File: src/rtl/sel_tmo_pkg.sv
package sel_tmo_pkg;

    typedef enum logic [1:0] {
        ST_IDLE  = 2'd0,
        ST_COUNT = 2'd1,
        ST_FIRE  = 2'd2
    } tmo_state_e;

    localparam int CODE_W     = 3;
    localparam int FACTOR_W   = 4;
    localparam int MAX_FACTOR = 8;

    // Clock-range code to division factor; code 1 is invalid and runs as 2
    function automatic logic [FACTOR_W-1:0] code_to_factor(input logic [CODE_W-1:0] code);
        logic [FACTOR_W-1:0] f;
        unique case (code)
            3'd0:    f = 4'd8;
            3'd1:    f = 4'd2;
            default: f = {1'b0, code};
        endcase
        return f;
    endfunction

endpackage

File: src/rtl/sel_tmo_cfg.sv
module sel_tmo_cfg
    import sel_tmo_pkg::*;
#(
    parameter int CNT_W = 8
) (
    input  logic                 clk,
    input  logic                 rst_n,
    input  logic                 wr_en,
    input  logic                 wr_sel,
    input  logic [CNT_W-1:0]     wr_data,
    output logic [CNT_W-1:0]     count_q,
    output logic [CODE_W-1:0]    code_q,
    output logic                 cfg_err_o
);

    always_ff @(posedge clk or negedge rst_n) begin
        if (!rst_n) begin
            count_q   <= '0;
            code_q    <= '0;
            cfg_err_o <= 1'b0;
        end else if (wr_en) begin
            if (!wr_sel) begin
                count_q <= wr_data;
            end else begin
                code_q <= wr_data[CODE_W-1:0];
                if (wr_data[CODE_W-1:0] == CODE_W'(1)) begin
                    cfg_err_o <= 1'b1;
                end
            end
        end
    end


    err_sticky_chk: assert property (@(posedge clk) disable iff (!rst_n)
        !$fell(cfg_err_o));


    err_on_bad_code_chk: assert property (@(posedge clk) disable iff (!rst_n)
        (wr_en && wr_sel && wr_data[CODE_W-1:0] == CODE_W'(1)) |=> cfg_err_o);

endmodule

File: src/rtl/sel_tmo_prescaler.sv
module sel_tmo_prescaler
    import sel_tmo_pkg::*;
#(
    parameter int TICK_BASE = 8192
) (
    input  logic                 clk,
    input  logic                 rst_n,
    input  logic                 clr_i,
    input  logic                 en_i,
    input  logic [FACTOR_W-1:0]  factor_i,
    output logic                 tick_o
);

    localparam int LIM_MAX = TICK_BASE * MAX_FACTOR;
    localparam int PW      = $clog2(LIM_MAX + 1);

    logic [PW-1:0] div_q;
    logic [PW-1:0] limit_q;

    assign tick_o = en_i && (div_q == limit_q - PW'(1));

    always_ff @(posedge clk or negedge rst_n) begin
        if (!rst_n) begin
            div_q   <= '0;
            limit_q <= PW'(TICK_BASE) * PW'(2);
        end else if (clr_i) begin
            div_q   <= '0;
            limit_q <= PW'(TICK_BASE) * PW'(factor_i);
        end else if (en_i) begin
            div_q <= tick_o ? '0 : div_q + PW'(1);
        end
    end


    single_tick_chk: assert property (@(posedge clk) disable iff (!rst_n)
        tick_o |=> !tick_o);


    clr_restarts_chk: assert property (@(posedge clk) disable iff (!rst_n)
        clr_i |=> !tick_o);

endmodule

File: src/rtl/sel_tmo_fsm.sv
module sel_tmo_fsm
    import sel_tmo_pkg::*;
#(
    parameter int CNT_W = 8
) (
    input  logic                 clk,
    input  logic                 rst_n,
    input  logic                 start_i,
    input  logic                 resp_i,
    input  logic                 tick_i,
    input  logic [CNT_W-1:0]     load_val_i,
    output logic                 presc_clr_o,
    output logic                 presc_en_o,
    output logic                 timeout_o
);

    localparam int RW = CNT_W + 1;

    tmo_state_e    state_q, state_d;
    logic [RW-1:0] rem_q;

    // next state
    always_comb begin
        state_d = state_q;
        if (start_i) begin
            state_d = ST_COUNT;
        end else begin
            unique case (state_q)
                ST_IDLE:  state_d = ST_IDLE;
                ST_COUNT: begin
                    if (resp_i)
                        state_d = ST_IDLE;
                    else if (tick_i && rem_q == RW'(1))
                        state_d = ST_FIRE;
                end
                ST_FIRE:  state_d = ST_IDLE;
                default:  state_d = ST_IDLE;
            endcase
        end
    end

    // state register
    always_ff @(posedge clk or negedge rst_n) begin
        if (!rst_n) state_q <= ST_IDLE;
        else        state_q <= state_d;
    end

    // remaining ticks
    always_ff @(posedge clk or negedge rst_n) begin
        if (!rst_n) begin
            rem_q <= '0;
        end else if (start_i) begin
            rem_q <= (load_val_i == '0) ? {1'b1, {CNT_W{1'b0}}} : {1'b0, load_val_i};
        end else if (state_q == ST_COUNT && tick_i && !resp_i) begin
            rem_q <= rem_q - RW'(1);
        end
    end

    // outputs
    always_comb begin
        presc_clr_o = start_i;
        presc_en_o  = (state_q == ST_COUNT);
        timeout_o   = (state_q == ST_FIRE);
    end


    pulse_width_chk: assert property (@(posedge clk) disable iff (!rst_n)
        timeout_o |=> !timeout_o);


    resp_cancel_chk: assert property (@(posedge clk) disable iff (!rst_n)
        (resp_i && !start_i) |=> !timeout_o);


    start_arms_chk: assert property (@(posedge clk) disable iff (!rst_n)
        start_i |=> (state_q == ST_COUNT));


    rem_nonzero_chk: assert property (@(posedge clk) disable iff (!rst_n)
        (state_q == ST_COUNT) |-> (rem_q != '0));

endmodule

File: src/rtl/sel_timeout_timer.sv
module sel_timeout_timer
    import sel_tmo_pkg::*;
#(
    parameter int CNT_W     = 8,
    parameter int TICK_BASE = 8192
) (
    input  logic             clk,
    input  logic             rst_n,
    input  logic             cfg_wr_en,
    input  logic             cfg_sel,
    input  logic [CNT_W-1:0] cfg_wdata,
    input  logic             start_i,
    input  logic             resp_seen_i,
    output logic             timeout_o,
    output logic             cfg_err_o
);

    logic [CNT_W-1:0]    count_q;
    logic [CODE_W-1:0]   code_q;
    logic [FACTOR_W-1:0] factor;
    logic                presc_clr, presc_en, tick;

    assign factor = code_to_factor(code_q);

    sel_tmo_cfg #(.CNT_W(CNT_W)) u_cfg (
        .clk       (clk),
        .rst_n     (rst_n),
        .wr_en     (cfg_wr_en),
        .wr_sel    (cfg_sel),
        .wr_data   (cfg_wdata),
        .count_q   (count_q),
        .code_q    (code_q),
        .cfg_err_o (cfg_err_o)
    );

    sel_tmo_prescaler #(.TICK_BASE(TICK_BASE)) u_presc (
        .clk      (clk),
        .rst_n    (rst_n),
        .clr_i    (presc_clr),
        .en_i     (presc_en),
        .factor_i (factor),
        .tick_o   (tick)
    );

    sel_tmo_fsm #(.CNT_W(CNT_W)) u_fsm (
        .clk         (clk),
        .rst_n       (rst_n),
        .start_i     (start_i),
        .resp_i      (resp_seen_i),
        .tick_i      (tick),
        .load_val_i  (count_q),
        .presc_clr_o (presc_clr),
        .presc_en_o  (presc_en),
        .timeout_o   (timeout_o)
    );


    no_spurious_chk: assert property (@(posedge clk) disable iff (!rst_n)
        (!presc_en && !start_i) |=> !tick);

endmodule

File: config.mk
export PLATFORM = sky130hd
export DESIGN_NAME = sel_timeout_timer
export DESIGN_NICKNAME = d
export VERILOG_FILES = /design/src/rtl/sel_tmo_pkg.sv /design/src/rtl/sel_tmo_cfg.sv /design/src/rtl/sel_tmo_prescaler.sv /design/src/rtl/sel_tmo_fsm.sv /design/src/rtl/sel_timeout_timer.sv
export SDC_FILE = /design/constraint.sdc
export NUM_CORES = 1
export LEC_CHECK = 0
export BUFFER_PORTS_ARGS = -buffer_cell sky130_fd_sc_hd__buf_2
export CAP_MARGIN = 5
export CELL_PAD_IN_SITES_DETAIL_PLACEMENT = 0
export CELL_PAD_IN_SITES_GLOBAL_PLACEMENT = 2
export CORE_MARGIN = 2
export CORE_UTILIZATION = 35
export DETAILED_ROUTE_END_ITERATION = 8
export PLACE_DENSITY = 0.78
export SYNTH_ARGS = -nofsm -noshare
export SYNTH_HDL_FRONTEND = slang
export SYNTH_SLANG_ARGS = --single-unit
File: constraint.sdc
create_clock -name clk -period 2.3 [get_ports clk]
set_input_delay 0 -clock clk [delete_from_list [all_inputs] [get_ports clk]]
set_output_delay 0 -clock clk [all_outputs]
set_load 0.005 [all_outputs]
* After elaboration in Yosys (flattened, before gate mapping) *
Index checks and enable logic that the tools add are counted.

operators by class
  add/subtract/negate cells = 3
  reductions and logical operators = 12
  mux-type cells = 11
  eq/ne operators = 7
  bitwise logic cells = 1

operators with widths
  operator                 number
  $mux W17                 3
  $mux W9                  3
  $add A17 B1 Y17 const B  1
  $eq A17 B17 Y1           1
  $sub A17 B1 Y17 const B  1
  $eq A9 B1 Y1 const B     1
  $sub A9 B1 Y9 const B    1
  $logic_not A8 Y1         1
  $mux W2                  4
  $pmux W4 S2              1
  $eq A3 B1 Y1 const B     2
  $logic_and A1 B1 Y1      4
  $ne A4 B3 Y1 const B     1
  $reduce_and A2 Y1        2
  $reduce_bool A2 Y1       2
  $logic_not A3 Y1         1
  $reduce_and A3 Y1        1
  $eq A2 B1 Y1 const B     1
  $eq A2 B2 Y1 const B     1
  $logic_not A1 Y1         1
  $not A1 Y1               1

word-level totals
  input port bits = 14
  logic and storage cells = 41
  register bits = 44

* Longest topological paths before layout *
  depth in word-level cells = 8
  gate-level depth with buffers = 8

* Modules after synthesis *
From an unflattened synthesis, not the netlist that was laid out.

second synthesis, totals
  cell total of the unflattened synthesis = 242
  area total of the unflattened synthesis = 2441.1 um2

by module, submodules not included
  module             cells each  seq. area each (um2)  instances  area an instance (um2)
  sel_tmo_prescaler  136         526.8                 1          1248.7
  sel_tmo_fsm        73          275.3                 1          666.9
  sel_tmo_cfg        28          300.3                 1          498.0
  sel_timeout_timer  5           0.0                   1          27.5

* Worst setup path after synthesis *
OpenSTA, ideal clock, no wires.

  kind = reg2reg
  start = register u_presc.limit_q[14]
  end = register u_fsm.rem_q[1]
  period minus slack after synthesis = 2240 ps
  stages on the path, launching flop included = 8
  path buffers = 0
  slack = 60 ps
  data arrival time = 2115 ps
  required time = 2175 ps
  library setup time = 125 ps
  path through = dfstp_2 -> inv_1 -> ha_1 -> xnor3_1 -> or4b_4 -> nor4_4 -> mux2i_1 -> mux2_2

on the way
  cells in the longest elaborated chain, start to end = 6

ends and longest elaborated chain
  element                              RTL line                 source
  start: declaration                   sel_tmo_prescaler.sv:18  logic [PW-1:0] limit_q;
  start signal: assignment             sel_tmo_prescaler.sv:25  limit_q <= PW'(TICK_BASE) * PW'(2);
  start signal: assignment             sel_tmo_prescaler.sv:28  limit_q <= PW'(TICK_BASE) * PW'(factor_i);
  $sub A17 B1 Y17                      sel_tmo_prescaler.sv:20  assign tick_o = en_i && (div_q == limit_q - PW'(1));
  $eq A17 B17 Y1                       sel_tmo_prescaler.sv:20
  $logic_and A1 B1 Y1                  sel_tmo_prescaler.sv:20
  $logic_and A1 B1 Y1 (2 in a row)     sel_tmo_fsm.sv:54        end else if (state_q == ST_COUNT && tick_i && !resp_i) begin
  $reduce_bool A2 Y1 (no source line)  -
  end signal: assignment               sel_tmo_fsm.sv:53        rem_q <= (load_val_i == '0) ? {1'b1, {CNT_W{1'b0}}} : {1'b0, load_val_i};
  end signal: assignment               sel_tmo_fsm.sv:55        rem_q <= rem_q - RW'(1);
  end: declaration                     sel_tmo_fsm.sv:20        logic [RW-1:0] rem_q;

No other way between the ends.
A chain may end at the register's enable or synchronous reset.

* Worst setup path after layout *
Same ends and word-level chain as after synthesis.

==> flow_summary.ini <==
[timing]
rsz0062_at_grt = false
fin_setup_tns_ns = 0
setup_viol = 0
period_share = 0.949
relSlewSlack = 0.584
final.setup_skew_ns = 0.00569
drv_slew = 0
timing.fmax_mhz = 458
period_minus_slack_ns = 2.18
max_slew.worst_pin.slew_ns = 0.623
finalHoldViolations = 0

[routing]
wl_per_cell_um = 15.0
vias = 1967
drcViolationCount = 0
routed_wl_um = 5700
first_pass_iters = 4
ant_nets = 0
routed_via_density = 5.18
drt_iter0_drc = 99

[critical_path]
start_kind = register
worstPathRequired_ns = 2.49
crit_slowest_cell = dfstp_2
worst-path-max-fanout = 3
slowest_delay_ns = 0.54
arrival_ns = 2.37
crit_path_end_kind = register
critPathKind = reg2reg
path_cells = inv_1, ha_4, xnor2_2, or4b_4, nor4_4, mux2i_1, mux2_2

[run]
maxCapViolCount = 0

[logic_synthesis]
synth_warnings = 0
synthCells = 246
yosys.cell_types.count = 52
syn_nets = 264
avgSynthCellArea_um2 = 9.99
synth_seq_area_share = 0.448
ys_ff_latch = 44
synth-main-ff-cell = dfrtp_1
synth_async_sr_flop_share = 1.00
synth-edff-count = 0
synthesis.area_um2 = 2460

[floorplan]
initial_core_util = 0.362
io_pins = 16
rows = 30
die_w_um = 87.8
coreArea_um2 = 6790
die_area_um2 = 7710
die_h_um = 87.8

[clocking]
cts_max_path_buffers = 2
path_clk_slew_ns = 0.09
clock_latency_ns = 0.30
tritoncts = yes
htreeDepth = 2
cts_buffers = 5
cts.sinks = 44
root_buffer = clkbuf_8

[grt]
grt_first_pass_wirelength_um = 9820
antenna_found_initial = 0
grt_pass1_vias = 1939
track_usage = 0.166
overflow = 0
grt_max_degree = 26

[final_layout]
drive_gt1_frac = 0.229
nNetsFinal = 301
synthToLayoutAreaGrowth_pct = 18.9
n_antenna_cell = 0
fillers = 673
final_cell_area_um2 = 2920

[place]
io_buffers = 15
place_congestion = 0.771
placed_area_um2 = 2690
hpwl_um = 4010

[worst_hold_path]
hold_path_class = in2reg

[power_and_ir_drop]
power.density_nw_per_um2 = 595
p_leak_nw = 1.16
ir_drop_v = 0.000384

[run_status]
status = finished, final reports clean
## cell usage in the layout (no fill, tap or decap), drive strengths merged, types with 6 or more instances in the layout
cell type	netlist	routed
o21ai	7	7
xnor2	7	7
or3	7	7
nand2	23	23
a21oi	9	9
nand4	7	7
nor4	9	9
or4	8	8
buf	5	30
clkbuf	7	6
a31oi	8	8
nor2	15	15
dlygate4sd3	0	12
dfrtp	43	43
mux2	13	13
nand3	15	15
## power breakdown
group | switching (mW) | internal [mW] | leakage [nW]
clock | 0.276 | 0.213 | 0.0412
sequential | 0.0639 | 0.851 | 0.556
combinational | 0.161 | 0.174 | 0.566
## cells by family (layout without fill, tap and decap cells)
logic type / count (synthesis) / count (layout) / share of synthesized area
and+or+nand+nor: 115 / 115 / 0.270
xor gates and xnor gates: 12 / 12 / 0.0483
muxes: 16 / 16 / 0.0718
DFF: 44 / 44 / 0.448
buffers and inverters: 17 / 55 / 0.0397
AOI/OAI and AO/OA: 38 / 38 / 0.101
adders and majority gates: 4 / 4 / 0.0204
## cells in the mapped netlist, drive strengths merged (3+ instances only)
cell type / count / area share
nor2: 15 / 0.023
or4: 8 / 0.024
mux2i: 3 / 0.012
ha: 4 / 0.020
xor2: 4 / 0.014
inv: 5 / 0.0076
a21oi: 9 / 0.018
o21ai: 7 / 0.014
nand2: 23 / 0.035
nor2b: 5 / 0.013
nand2b: 4 / 0.010
dfrtp: 43 / 0.44
xnor2: 7 / 0.025
and2: 5 / 0.014
nor3: 4 / 0.0081
a31oi: 8 / 0.020
nor4: 9 / 0.029
clkbuf: 7 / 0.011
nand3: 15 / 0.031
mux2: 13 / 0.060
buf: 5 / 0.021
or3: 7 / 0.018
or2: 3 / 0.0076
and4: 3 / 0.012
nand4: 7 / 0.020
## worst max-delay path, delay by kind of cell (launching register included)
kind                       cells  cell delay, ns
muxes                          2            0.38
and+or+nand+nor                2            0.72
xor gates and xnor gates       1            0.15
buffers and inverters          1            0.07
adders and majority gates      1            0.22
DFF                            1            0.54
## routing by layer
layer | routed length, µm | track usage | vias to the layer above
met2 | 2680 | 0.270 | 27
met3 | 145 | 0.0320 | 4
met5 | 0 | 0 | -
li1 | - | - | 981
met4 | 64 | 0.0573 | 0
met1 | 2810 | 0.222 | 955
## metrics by stage
step / instances / worst slack (ns) / utilization / hold slack (ns) / total power, mW
after floorplan: 246 / 0.0604 / - / -0.296 / 1.12
after global placement: 360 / 0.0222 / 0.396 / 0.0113 / 1.23
after detailed placement: 360 / -0.0176 / 0.396 / 0.0138 / 1.23
after CTS: 380 / 0.0457 / 0.430 / 0.107 / 1.76
after global routing: 380 / 0.0145 / 0.430 / 0.137 / 1.84
final: 380 / 0.118 / 0.430 / 0.107 / 1.74
## registers in the layout, summed over array words and instances (netlist names)
name,count
u_fsm.rem_q,9
u_presc.limit_q,4
u_presc.div_q,17
u_cfg.cfg_err_o,1
u_cfg.code_q,3
u_fsm.state_q,2
u_cfg.count_q,8
## repair_timing
item / 4_1_cts / 5_1_grt
hold buffers: 12 / 0
endpoints found under the hold margin: 32 / 0
setup endpoints to repair: 2 / 3
pin swaps: 3 / 1
cloned: 0 / 0
buffers inserted: 0 / 0
resized for setup: 3 / 1
## layout make-up
cell class / count / area, µm² / area share
Clock inverter: 2 / 12.5 / 0.00428
Multi-Input combinational cell: 185 / 1290 / 0.441
Clock buffer: 6 / 72.6 / 0.0248
Tap cell: 96 / 120 / 0.0411
Timing Repair Buffer: 42 / 308 / 0.105
Sequential cell: 44 / 1100 / 0.377
Inverter: 5 / 18.8 / 0.00642
## path summary, 6_finish.rpt
check | endpoint | cells past startpoint | start | slack [ns]
max | u_fsm.rem_q[1] | 7 | u_presc.limit_q[14] | 0.12
min | u_presc.div_q[12] | 2 | start_i | 0.11
max reg2reg | u_fsm.rem_q[1] | 7 | u_presc.limit_q[14] | 0.12
min reg2reg | u_presc.limit_q[16] | 1 | u_cfg.code_q[0] | 0.51
max in group asynchronous | u_presc.limit_q[14] | 3 | rst_n | 1.32
min in group asynchronous | u_presc.div_q[3] | 2 | rst_n | 0.21
(Power assumes the default switching activity.)
